==> config.mk <==
export PLATFORM = sky130hd
export DESIGN_NAME = sd_ident_seq
export DESIGN_NICKNAME = d
export VERILOG_FILES = /design/src/rtl/sd_ident_pkg.sv /design/src/rtl/sd_ident_timer.sv /design/src/rtl/sd_ident_tries.sv /design/src/rtl/sd_ident_seq.sv
export SDC_FILE = /design/constraint.sdc
export NUM_CORES = 1
export LEC_CHECK = 0
export ABC_AREA = 1
export ABC_CLOCK_PERIOD_IN_PS = 2100
export BUFFER_PORTS_ARGS = -buffer_cell sky130_fd_sc_hd__buf_2
export CAP_MARGIN = 20
export CORE_ASPECT_RATIO = 0.9
export CORE_UTILIZATION = 40
export DETAILED_ROUTE_END_ITERATION = 10
export GPL_TIMING_DRIVEN = 0
export MAX_ROUTING_LAYER = met4
export PLACE_DENSITY = 0.66
export SYNTH_ARGS = -nofsm -noshare
export SYNTH_HDL_FRONTEND = slang
export SYNTH_SLANG_ARGS = --single-unit
==> constraint.sdc <==
create_clock -name clk -period 2.1 [get_ports clk]
set_input_delay 0.315 -clock clk [delete_from_list [all_inputs] [get_ports clk]]
set_output_delay 0.315 -clock clk [all_outputs]
set_load 0.02 [all_outputs]
==> src/rtl/sd_ident_pkg.sv <==
package sd_ident_pkg;

  typedef enum logic [3:0] {
    S_GO, S_IFC, S_APP, S_OPC, S_CID, S_RCA, S_CSD, S_SEL, S_BLEN, S_BAPP, S_BW
  } step_t;

  typedef enum logic [2:0] {
    P_IDLE, P_SEND, P_WAIT, P_GAP, P_END
  } phase_t;

  localparam logic [11:0] IFC_PATTERN = 12'h1AA;
  localparam logic [31:0] OPC_ARG     = 32'h50FF8000;
  localparam logic [31:0] VOLT_MASK   = 32'h00FF8000;
  localparam logic [31:0] BLOCK_BYTES = 32'd512;
  localparam logic [31:0] WIDTH4_ARG  = 32'd2;

  localparam logic [1:0] CLK_ID  = 2'd0;
  localparam logic [1:0] CLK_DEF = 2'd1;
  localparam logic [1:0] CLK_HS  = 2'd2;

  localparam logic [3:0] RES_DONE   = 4'b0001;
  localparam logic [3:0] RES_UNSUP  = 4'b0010;
  localparam logic [3:0] RES_NOCARD = 4'b0100;
  localparam logic [3:0] RES_IOERR  = 4'b1000;

  function automatic logic [5:0] step_index(step_t s);
    case (s)
      S_GO:   return 6'd0;
      S_IFC:  return 6'd8;
      S_APP:  return 6'd55;
      S_OPC:  return 6'd41;
      S_CID:  return 6'd2;
      S_RCA:  return 6'd3;
      S_CSD:  return 6'd9;
      S_SEL:  return 6'd7;
      S_BLEN: return 6'd16;
      S_BAPP: return 6'd55;
      S_BW:   return 6'd6;
      default: return 6'd0;
    endcase
  endfunction

  function automatic logic [31:0] step_arg(step_t s, logic [15:0] rca);
    case (s)
      S_IFC:               return {20'd0, IFC_PATTERN};
      S_OPC:               return OPC_ARG;
      S_CSD, S_SEL, S_BAPP: return {rca, 16'h0000};
      S_BLEN:              return BLOCK_BYTES;
      S_BW:                return WIDTH4_ARG;
      default:             return 32'd0;
    endcase
  endfunction

  function automatic logic step_long(step_t s);
    return (s == S_CID) || (s == S_CSD);
  endfunction

  function automatic logic volt_ok(logic [31:0] ocr);
    return (ocr & VOLT_MASK) == VOLT_MASK;
  endfunction

endpackage

==> src/rtl/sd_ident_timer.sv <==
module sd_ident_timer #(
  parameter int W = 16
) (
  input  logic         clk,
  input  logic         rst_n,
  input  logic         load,
  input  logic [W-1:0] load_val,
  output logic         zero
);
  logic [W-1:0] cnt;

  always_ff @(posedge clk or negedge rst_n) begin
    if (!rst_n)           cnt <= '0;
    else if (load)        cnt <= load_val;
    else if (cnt != '0)   cnt <= cnt - 1'b1;
  end

  assign zero = (cnt == '0);


  timer_hold_chk: assert property (@(posedge clk) disable iff (!rst_n)
    (!load && zero) |=> zero);


  timer_arm_chk: assert property (@(posedge clk) disable iff (!rst_n)
    (load && load_val != '0) |=> !zero);

endmodule

==> src/rtl/sd_ident_tries.sv <==
module sd_ident_tries #(
  parameter int MAX_TRIES = 1000
) (
  input  logic clk,
  input  logic rst_n,
  input  logic clr,
  input  logic bump,
  output logic final_try
);
  localparam int TW = $clog2(MAX_TRIES + 1);
  logic [TW-1:0] cnt;

  always_ff @(posedge clk or negedge rst_n) begin
    if (!rst_n)     cnt <= '0;
    else if (clr)   cnt <= '0;
    else if (bump)  cnt <= cnt + 1'b1;
  end

  assign final_try = (cnt == TW'(MAX_TRIES - 1));


  no_overflow_chk: assert property (@(posedge clk) disable iff (!rst_n)
    cnt <= TW'(MAX_TRIES));

endmodule

==> src/rtl/sd_ident_seq.sv <==
module sd_ident_seq
  import sd_ident_pkg::*;
#(
  parameter int CMD_TIMEOUT = 100000,
  parameter int MAX_TRIES   = 1000,
  parameter int GAP_W       = 16
) (
  input  logic             clk,
  input  logic             rst_n,
  input  logic             start,
  input  logic             hs_support,
  input  logic [GAP_W-1:0] retry_gap,
  output logic             cmd_valid,
  output logic [5:0]       cmd_index,
  output logic [31:0]      cmd_arg,
  output logic             cmd_long,
  input  logic             rsp_done,
  input  logic             rsp_none,
  input  logic [127:0]     rsp_data,
  output logic             clk_upd,
  output logic [1:0]       clk_sel,
  output logic             card_int_en,
  output logic             bus_4bit,
  output logic [31:0]      ocr_q,
  output logic [15:0]      rca_q,
  output logic [127:0]     cid_q,
  output logic [127:0]     csd_q,
  output logic             busy,
  output logic [3:0]       result
);
  localparam int TO_W = $clog2(CMD_TIMEOUT + 1);
  localparam int CW   = (TO_W > GAP_W) ? TO_W : GAP_W;

  phase_t phase;
  step_t  step;

  // named internal events
  logic          go;
  logic          loop_step;
  logic          loop_miss;
  logic          gap_start;
  logic          cmd_expire;
  logic          tmr_load;
  logic [CW-1:0] tmr_val;
  logic          tmr_zero;
  logic          final_try;

  assign go        = start && (phase == P_IDLE || phase == P_END);
  assign loop_step = (step == S_APP) || (step == S_OPC);
  assign loop_miss = (phase == P_WAIT) && rsp_done && loop_step &&
                     (rsp_none || (step == S_OPC && volt_ok(rsp_data[31:0]) && !rsp_data[31]));
  assign gap_start  = loop_miss && !final_try;
  assign cmd_expire = (phase == P_WAIT) && !rsp_done && tmr_zero;
  assign tmr_load   = (phase == P_SEND) || gap_start;
  assign tmr_val    = (phase == P_SEND) ? CW'(CMD_TIMEOUT) : CW'(retry_gap);

  sd_ident_timer #(.W(CW)) u_timer (
    .clk(clk), .rst_n(rst_n), .load(tmr_load), .load_val(tmr_val), .zero(tmr_zero)
  );

  sd_ident_tries #(.MAX_TRIES(MAX_TRIES)) u_tries (
    .clk(clk), .rst_n(rst_n), .clr(go), .bump(loop_miss), .final_try(final_try)
  );

  assign cmd_valid = (phase == P_SEND);
  assign cmd_index = step_index(step);
  assign cmd_arg   = step_arg(step, rca_q);
  assign cmd_long  = step_long(step);
  assign busy      = (phase == P_SEND) || (phase == P_WAIT) || (phase == P_GAP);

  always_ff @(posedge clk or negedge rst_n) begin
    if (!rst_n) begin
      phase       <= P_IDLE;
      step        <= S_GO;
      clk_upd     <= 1'b0;
      clk_sel     <= CLK_ID;
      card_int_en <= 1'b1;
      bus_4bit    <= 1'b0;
      ocr_q       <= '0;
      rca_q       <= '0;
      cid_q       <= '0;
      csd_q       <= '0;
      result      <= '0;
    end else begin
      clk_upd <= 1'b0;
      case (phase)
        P_IDLE, P_END: begin
          if (go) begin
            phase       <= P_SEND;
            step        <= S_GO;
            clk_sel     <= CLK_ID;
            clk_upd     <= 1'b1;
            card_int_en <= 1'b1;
            bus_4bit    <= 1'b0;
            ocr_q       <= '0;
            rca_q       <= '0;
            cid_q       <= '0;
            csd_q       <= '0;
            result      <= '0;
          end
        end
        P_SEND: phase <= P_WAIT;
        P_GAP: begin
          if (tmr_zero) begin
            phase <= P_SEND;
            step  <= S_APP;
          end
        end
        P_WAIT: begin
          if (rsp_done) begin
            if (loop_miss) begin
              if (final_try) begin
                phase  <= P_END;
                result <= RES_IOERR;
              end else begin
                phase <= P_GAP;
              end
            end else if (rsp_none && step != S_GO) begin
              phase  <= P_END;
              result <= (step == S_IFC) ? RES_UNSUP : RES_IOERR;
            end else begin
              phase <= P_SEND;
              case (step)
                S_GO:  step <= S_IFC;
                S_IFC: begin
                  if (rsp_data[11:0] == IFC_PATTERN) step <= S_APP;
                  else begin
                    phase  <= P_END;
                    result <= RES_NOCARD;
                  end
                end
                S_APP: step <= S_OPC;
                S_OPC: begin
                  if (!volt_ok(rsp_data[31:0])) begin
                    phase  <= P_END;
                    result <= RES_NOCARD;
                  end else begin
                    ocr_q <= rsp_data[31:0];
                    step  <= S_CID;
                  end
                end
                S_CID: begin
                  cid_q <= rsp_data;
                  step  <= S_RCA;
                end
                S_RCA: begin
                  rca_q <= rsp_data[31:16];
                  step  <= S_CSD;
                end
                S_CSD: begin
                  csd_q   <= rsp_data;
                  clk_sel <= hs_support ? CLK_HS : CLK_DEF;
                  clk_upd <= 1'b1;
                  step    <= S_SEL;
                end
                S_SEL: begin
                  if (!ocr_q[30]) step <= S_BLEN;
                  else begin
                    card_int_en <= 1'b0;
                    step        <= S_BAPP;
                  end
                end
                S_BLEN: begin
                  card_int_en <= 1'b0;
                  step        <= S_BAPP;
                end
                S_BAPP: step <= S_BW;
                S_BW: begin
                  bus_4bit <= 1'b1;
                  phase    <= P_END;
                  result   <= RES_DONE;
                end
                default: begin
                  phase  <= P_END;
                  result <= RES_IOERR;
                end
              endcase
            end
          end else if (tmr_zero) begin
            phase  <= P_END;
            result <= RES_IOERR;
          end
        end
        default: phase <= P_IDLE;
      endcase
    end
  end


  result_onehot_chk: assert property (@(posedge clk) disable iff (!rst_n)
    $onehot0(result));


  busy_clear_chk: assert property (@(posedge clk) disable iff (!rst_n)
    busy |-> (result == '0));


  start_ignored_chk: assert property (@(posedge clk) disable iff (!rst_n)
    (start && busy) |=> !clk_upd);


  issue_pulse_chk: assert property (@(posedge clk) disable iff (!rst_n)
    cmd_valid |=> !cmd_valid);


  blen_only_std_chk: assert property (@(posedge clk) disable iff (!rst_n)
    (cmd_valid && cmd_index == 6'd16) |-> !ocr_q[30]);


  width_after_mask_chk: assert property (@(posedge clk) disable iff (!rst_n)
    $rose(bus_4bit) |-> !card_int_en);


  expire_error_chk: assert property (@(posedge clk) disable iff (!rst_n)
    cmd_expire |=> (result == RES_IOERR));

endmodule

==> results.toml, run 1 <==
[sta]
timing.final.crit_share_pct = 111.0
tightest_slew_ns = 0.6273
slew_headroom_pct = 58.18
finalSetupViolations = 347
clock_skew_ns = 0.01628
period_needed_ns = 2.332
worst_slack_ns = -0.2319
holdWs_ns = 0.04710
final_max_slew_viol_count = 0
hold_violations = 0
fmax_ghz = 0.4288
setup_tns_ns = -44.64
rsz0062_at_grt = "yes"

[cts]
cts.sinks = 347
cts_tree = "yes"
cts.path.max_buffers = 3
clockRootBuffer = "clkbuf_16"
htree_levels = 2
cts_buffers = 39
clkTransAtPathRegs_ns = 0.06
insertion_delay_ns = 0.53

[layout]
final_util_pct = 60.45
fillers = 3400
final_common_cell = "nand2_1"
fin_cells = 3237
layout.nets = 2837
drive_above_1_share_pct = 35.35
fin_area_um2 = 23450
layout_common_cells = "487 x nand2_1, 479 x buf_2, 343 x dfrtp_1, 338 x inv_1, 179 x nor2_1"
syn2layout_area_growth_pct = 47.13

[floorplanning]
placementRows = 68
fp.dieArea_um2 = 40650
initial_core_util_pct = 41.09
die_h_um = 191.4
io_pins = 504
core_region_area_um2 = 38800
die_width_um = 212.4

[worst_setup_path]
r2r_slack_ns = -0.21
cp.required_ns = 1.78
critPathMaxFanout = 4
worstReg2RegEnd = "csd_q[52]"
crit_path_frequent_cell = "buf_4"
cp_slowest_cell = "dfrtp_2"
r2r_start = "step[0]"
cp_data_arrival_time_ns = 2.02
path_cells = "nor2_4 -> buf_4 -> inv_1 -> o21ai_2 -> o21bai_2 -> buf_4"
worstRegToRegCells = 16
path_class = "reg -> out"
crit_path_start = "step[2]"
end_kind = "output port"
cp-start-kind = "flip-flop"
slowest_delay_ns = 0.45

[power_and_ir_drop]
ir_drop_v = 0.0009583
powerDensity_nw_per_um2 = 1750
cellLeakagePower_nw = 13.55
total_power_mw = 41.05

[global_routing]
grt_max_degree = 99
grt_pass1_vias = 15180
grt_pass1_wl_mm = 84.34
grtUsageTotal_pct = 27.81
antenna_found_initial = 4
overflow = 0

[route]
dr.pass1.iters = 5
postRouteAntennaNets = 0
postRouteWirelength_mm = 60.05
num_vias = 15990
dr.first_iter.drc_count = 1046
viasPerCell = 4.938
wl_per_cell_um = 18.55
drc_errors = 0

[place]
pre_cts_slack_ns = -1.316
dpl_cell_area_um2 = 19190
gp_congestion = 0.9190
portBuffers = 494
dp_hpwl_mm = 41.20
place_inst = 3086

[min_path]
hold_class = "in -> reg"
min_to = "u_timer.cnt[5]"
hold_depth = 3
hp-start = "retry_gap[5]"

[status]
status = "complete, but fails checks"
violations = "negative setup slack"

[synth]
syn_area_um2 = 15940
ys_seq_area_share_pct = 54.48
synth_seq_cells = 347
ys_warn_count = 0
yosys.cell_types.count = 39
synth_cells = 2056
avgSynthCellArea_um2 = 7.753

[run]
cap_violations = 0
[flip-flops by register name, indices dropped and copies added, names as in the netlist, 2 cells and up]
signal and flops:
cid_q 128, csd_q 128, ocr_q 32, u_timer.cnt 17
rca_q 16, u_tries.cnt 10, result 4, step 4
phase 3, clk_sel 2
[metal layers]
metal | track usage (%) | routed length [um]
met5 | - | 0
met1 | 35.38 | 25050
met2 | 43.98 | 28500
met3 | 5.980 | 4332
met4 | 9.297 | 2177
[critical path, delay by kind of cell (launching register included)]
family	cells	cell delay, ns
flops	1	0.45
compound gates	2	0.42
buf+inv	3	0.39
simple gates	1	0.21
[cell families (layout without fill, tap and decap cells)]
group,after synthesis,after routing,synth area share (%)
simple gates,878,878,21.42
buf+inv,465,1108,11.57
flops,347,347,54.48
compound gates,346,346,11.30
xor+xnor,12,12,0.6593
fa+ha+maj,7,7,0.5494
other cells,1,14,0.02353
[power breakdown]
part / internal, mW / leakage [nW] / total [mW] / switching, mW
clock network: 4.10 / 0.623 / 6.94 / 2.84
registers: 8.87 / 4.66 / 10.1 / 1.25
logic: 9.59 / 8.27 / 24.0 / 14.4
total: 22.6 / 13.5 / 41.0 / 18.5
[cell type report]
class / count / area [um^2] / share of cell area, %
Sequential cell: 347 / 8688 / 37.04
Antenna cell: 5 / 12.51 / 0.05335
Buffer: 110 / 1096 / 4.673
Clock buffer: 56 / 1121 / 4.780
Timing Repair Buffer: 577 / 3963 / 16.90
Clock inverter: 12 / 162.7 / 0.6935
Inverter: 353 / 1343 / 5.724
Tap cell: 525 / 656.9 / 2.801
Multi-Input combinational cell: 1252 / 6411 / 27.34
[synth_stat cells (all sizes together)]
cell type  instances  area [um^2]
xnor2              5        43.79
nor2             192        725.7
o31ai              1        7.510
nand3b             1        7.510
inv              353         1325
a21oi             10        57.56
conb               1        3.750
o21ai            309         1546
a21boi             1        7.510
nand4              5        31.28
a22oi              1        7.510
nor3              16        90.09
dfstp              1        26.28
a31oi              2        12.51
or2                3        18.77
nand3             34        175.2
o22ai              4        25.02
o211ai             1        7.510
o21a              11        82.58
clkbuf            56        211.5
dfrtp            346         8658
o2111ai            1        8.760
ha                 7        87.58
nor3b              2        15.01
o21bai             5        37.54
buf               56        307.8
nor4               1        6.260
nand2            624         2345
xor2               7        61.31
[timing repair]
item	CTS	global route
hold buffers	2	0
setup buffers	29	16
gates resized for setup	228	462
endpoints found under the hold margin	73	0
setup endpoints to repair	376	373
pin swaps	8	45
cloned	5	32
[worst max path at each step]
stage	to	slack (ns)	depth (start not counted)
after floorplan	cid_q[107]	0.07	11
after global placement	cid_q[60]	-6.11	1
after detailed placement	csd_q[39]	-1.32	11
after CTS	u_tries.cnt[5]	-0.22	8
after global routing	csd_q[22]	-0.33	14
final	cmd_index[0]	-0.23	6
(Power assumes the default switching activity.)
==> run 2: changes to the inputs <==
--- a/config.mk
+++ b/config.mk
@@ -12,7 +12,6 @@
 export CORE_ASPECT_RATIO = 0.9
 export CORE_UTILIZATION = 40
 export DETAILED_ROUTE_END_ITERATION = 10
-export GPL_TIMING_DRIVEN = 0
 export MAX_ROUTING_LAYER = met4
 export PLACE_DENSITY = 0.66
 export SYNTH_ARGS = -nofsm -noshare
==> results.toml, run 2 (synthesis results as in run 1) <==
[floorplanning]
io_pins = 504
die_h_um = 191.4
die_width_um = 212.4
fp.dieArea_um2 = 40650
core_region_area_um2 = 38800
placementRows = 68
initial_core_util_pct = 41.09

[worst_setup_path]
crit_path_frequent_cell = "buf_6"
r2r_start = "step[0]"
end_kind = "output port"
cp-start-kind = "flip-flop"
cp_slowest_cell = "dfrtp_1"
cp.required_ns = 1.78
crit_path_start = "step[0]"
critPathMaxFanout = 10
cp_data_arrival_time_ns = 2.03
path_class = "reg -> out"
slowest_delay_ns = 0.40
path_cells = "inv_2 -> buf_6 -> ha_4 -> buf_6 -> o21ai_4 -> nand2_4 -> inv_4 -> o21ai_1 -> buf_4"

[layout]
largestRegisters = "cid_q x128, csd_q x128, ocr_q x32"
layout_common_cells = "606 x nand2_1, 473 x buf_2, 345 x dfrtp_1, 336 x inv_1, 204 x o21ai_0"
fin_area_um2 = 22890
syn2layout_area_growth_pct = 43.63
fin_cells = 3229
layout.nets = 2831
drive_above_1_share_pct = 30.14
fillers = 3432
final_common_cell = "nand2_1"

[power_and_ir_drop]
total_power_mw = 39.47
ir_drop_v = 0.0008833
powerDensity_nw_per_um2 = 1724
cellLeakagePower_nw = 13.02

[global_routing]
antenna_found_initial = 3
grt_max_degree = 86
grt_pass1_vias = 14830
grt_pass1_wl_mm = 82.48
overflow = 0
grtUsageTotal_pct = 26.82

[cts]
insertion_delay_ns = 0.54
cts.path.max_buffers = 3
clockRootBuffer = "clkbuf_16"
cts_buffers = 38
cts_tree = "yes"
cts.sinks = 347
htree_levels = 2
clkTransAtPathRegs_ns = 0.06

[route]
num_vias = 15770
viasPerCell = 4.883
dr.pass1.iters = 5
postRouteAntennaNets = 0
wl_per_cell_um = 17.76
postRouteWirelength_mm = 57.33
dr.first_iter.drc_count = 1239
drc_errors = 0

[sta]
holdWs_ns = 0.04723
timing.final.crit_share_pct = 111.5
slew_headroom_pct = 57.70
worst_slack_ns = -0.2413
rsz0062_at_grt = "yes"
hold_violations = 0
fmax_ghz = 0.4271
tightest_slew_ns = 0.6296
clock_skew_ns = 0.01157
period_needed_ns = 2.341
finalSetupViolations = 292
final_max_slew_viol_count = 0

[status]
violations = "negative setup slack"
status = "complete, but fails checks"

[place]
dpl_cell_area_um2 = 19650
gp_congestion = 0.8929
place_inst = 3073
portBuffers = 494
dp_hpwl_mm = 38.20

[min_path]
hp-start = "retry_gap[15]"
hold_class = "in -> reg"

[run]
cap_violations = 0
[run 2: stage by stage]
step,setup TNS (ns),utilization (%),worst slack [ns]
2_1_floorplan,0,-,0.07165
3_3_place_gp,-46.21,50.66,-0.2413
3_5_place_dp,-53.55,50.66,-0.2802
4_1_cts,-13.64,56.18,-0.1366
5_1_grt,-80.70,59.01,-0.3355
6_report,-36.62,59.01,-0.2413
[run 2: power by group]
part	internal [mW]	switching, mW
Combinational	9.43	13.0
Sequential	8.87	1.32
Clock	4.08	2.80
[run 2: final timing paths]
path	endpoint	slack, ns	cells after the start
worst max-delay path	cmd_arg[30]	-0.24	9
worst min-delay path	u_timer.cnt[15]	0.05	3
worst max register to register	cid_q[47]	-0.20	16
worst min register to register	ocr_q[27]	0.47	2
max in group asynchronous	ocr_q[22]	0.95	3
min in group asynchronous	ocr_q[3]	0.32	2
[run 2: worst max-delay path, delay by kind of cell (launching register included)]
kind / cells / cell delay (ns)
AO/OA/AOI/OAI: 2 / 0.26
buffers and inverters: 5 / 0.59
AND/OR/NAND/NOR: 1 / 0.10
adder cells (fa/ha/maj): 1 / 0.16
flip-flops: 1 / 0.40
[run 2: layout make-up]
cell class / instances / area (um^2) / share of cell area [%]
multi-input cells: 1252 / 5674 / 24.78
flip-flops and latches: 347 / 8686 / 37.94
inverters: 353 / 1334 / 5.826
clock inverters: 12 / 163.9 / 0.7159
clock buffers: 55 / 1116 / 4.875
well taps: 525 / 656.9 / 2.869
diodes: 3 / 7.507 / 0.03279
repair buffers: 682 / 5256 / 22.96
[run 2: per-layer routing]
layer / GRT usage (%) / part of all wire [%] / wire length [um]
met5: - / 0 / 0
met4: 8.910 / 2.7 / 1567
met3: 5.520 / 7.2 / 4121
met2: 41.48 / 47 / 26980
met1: 35.09 / 43 / 24660
[run 2: timing repair]
item	in CTS	in global routing
setup endpoints to repair	332	364
pin swaps	9	8
gates cloned	9	33
buffers inserted	24	22
hold buffers	2	0
gates resized for setup	131	95
hold endpoints to repair	39	0
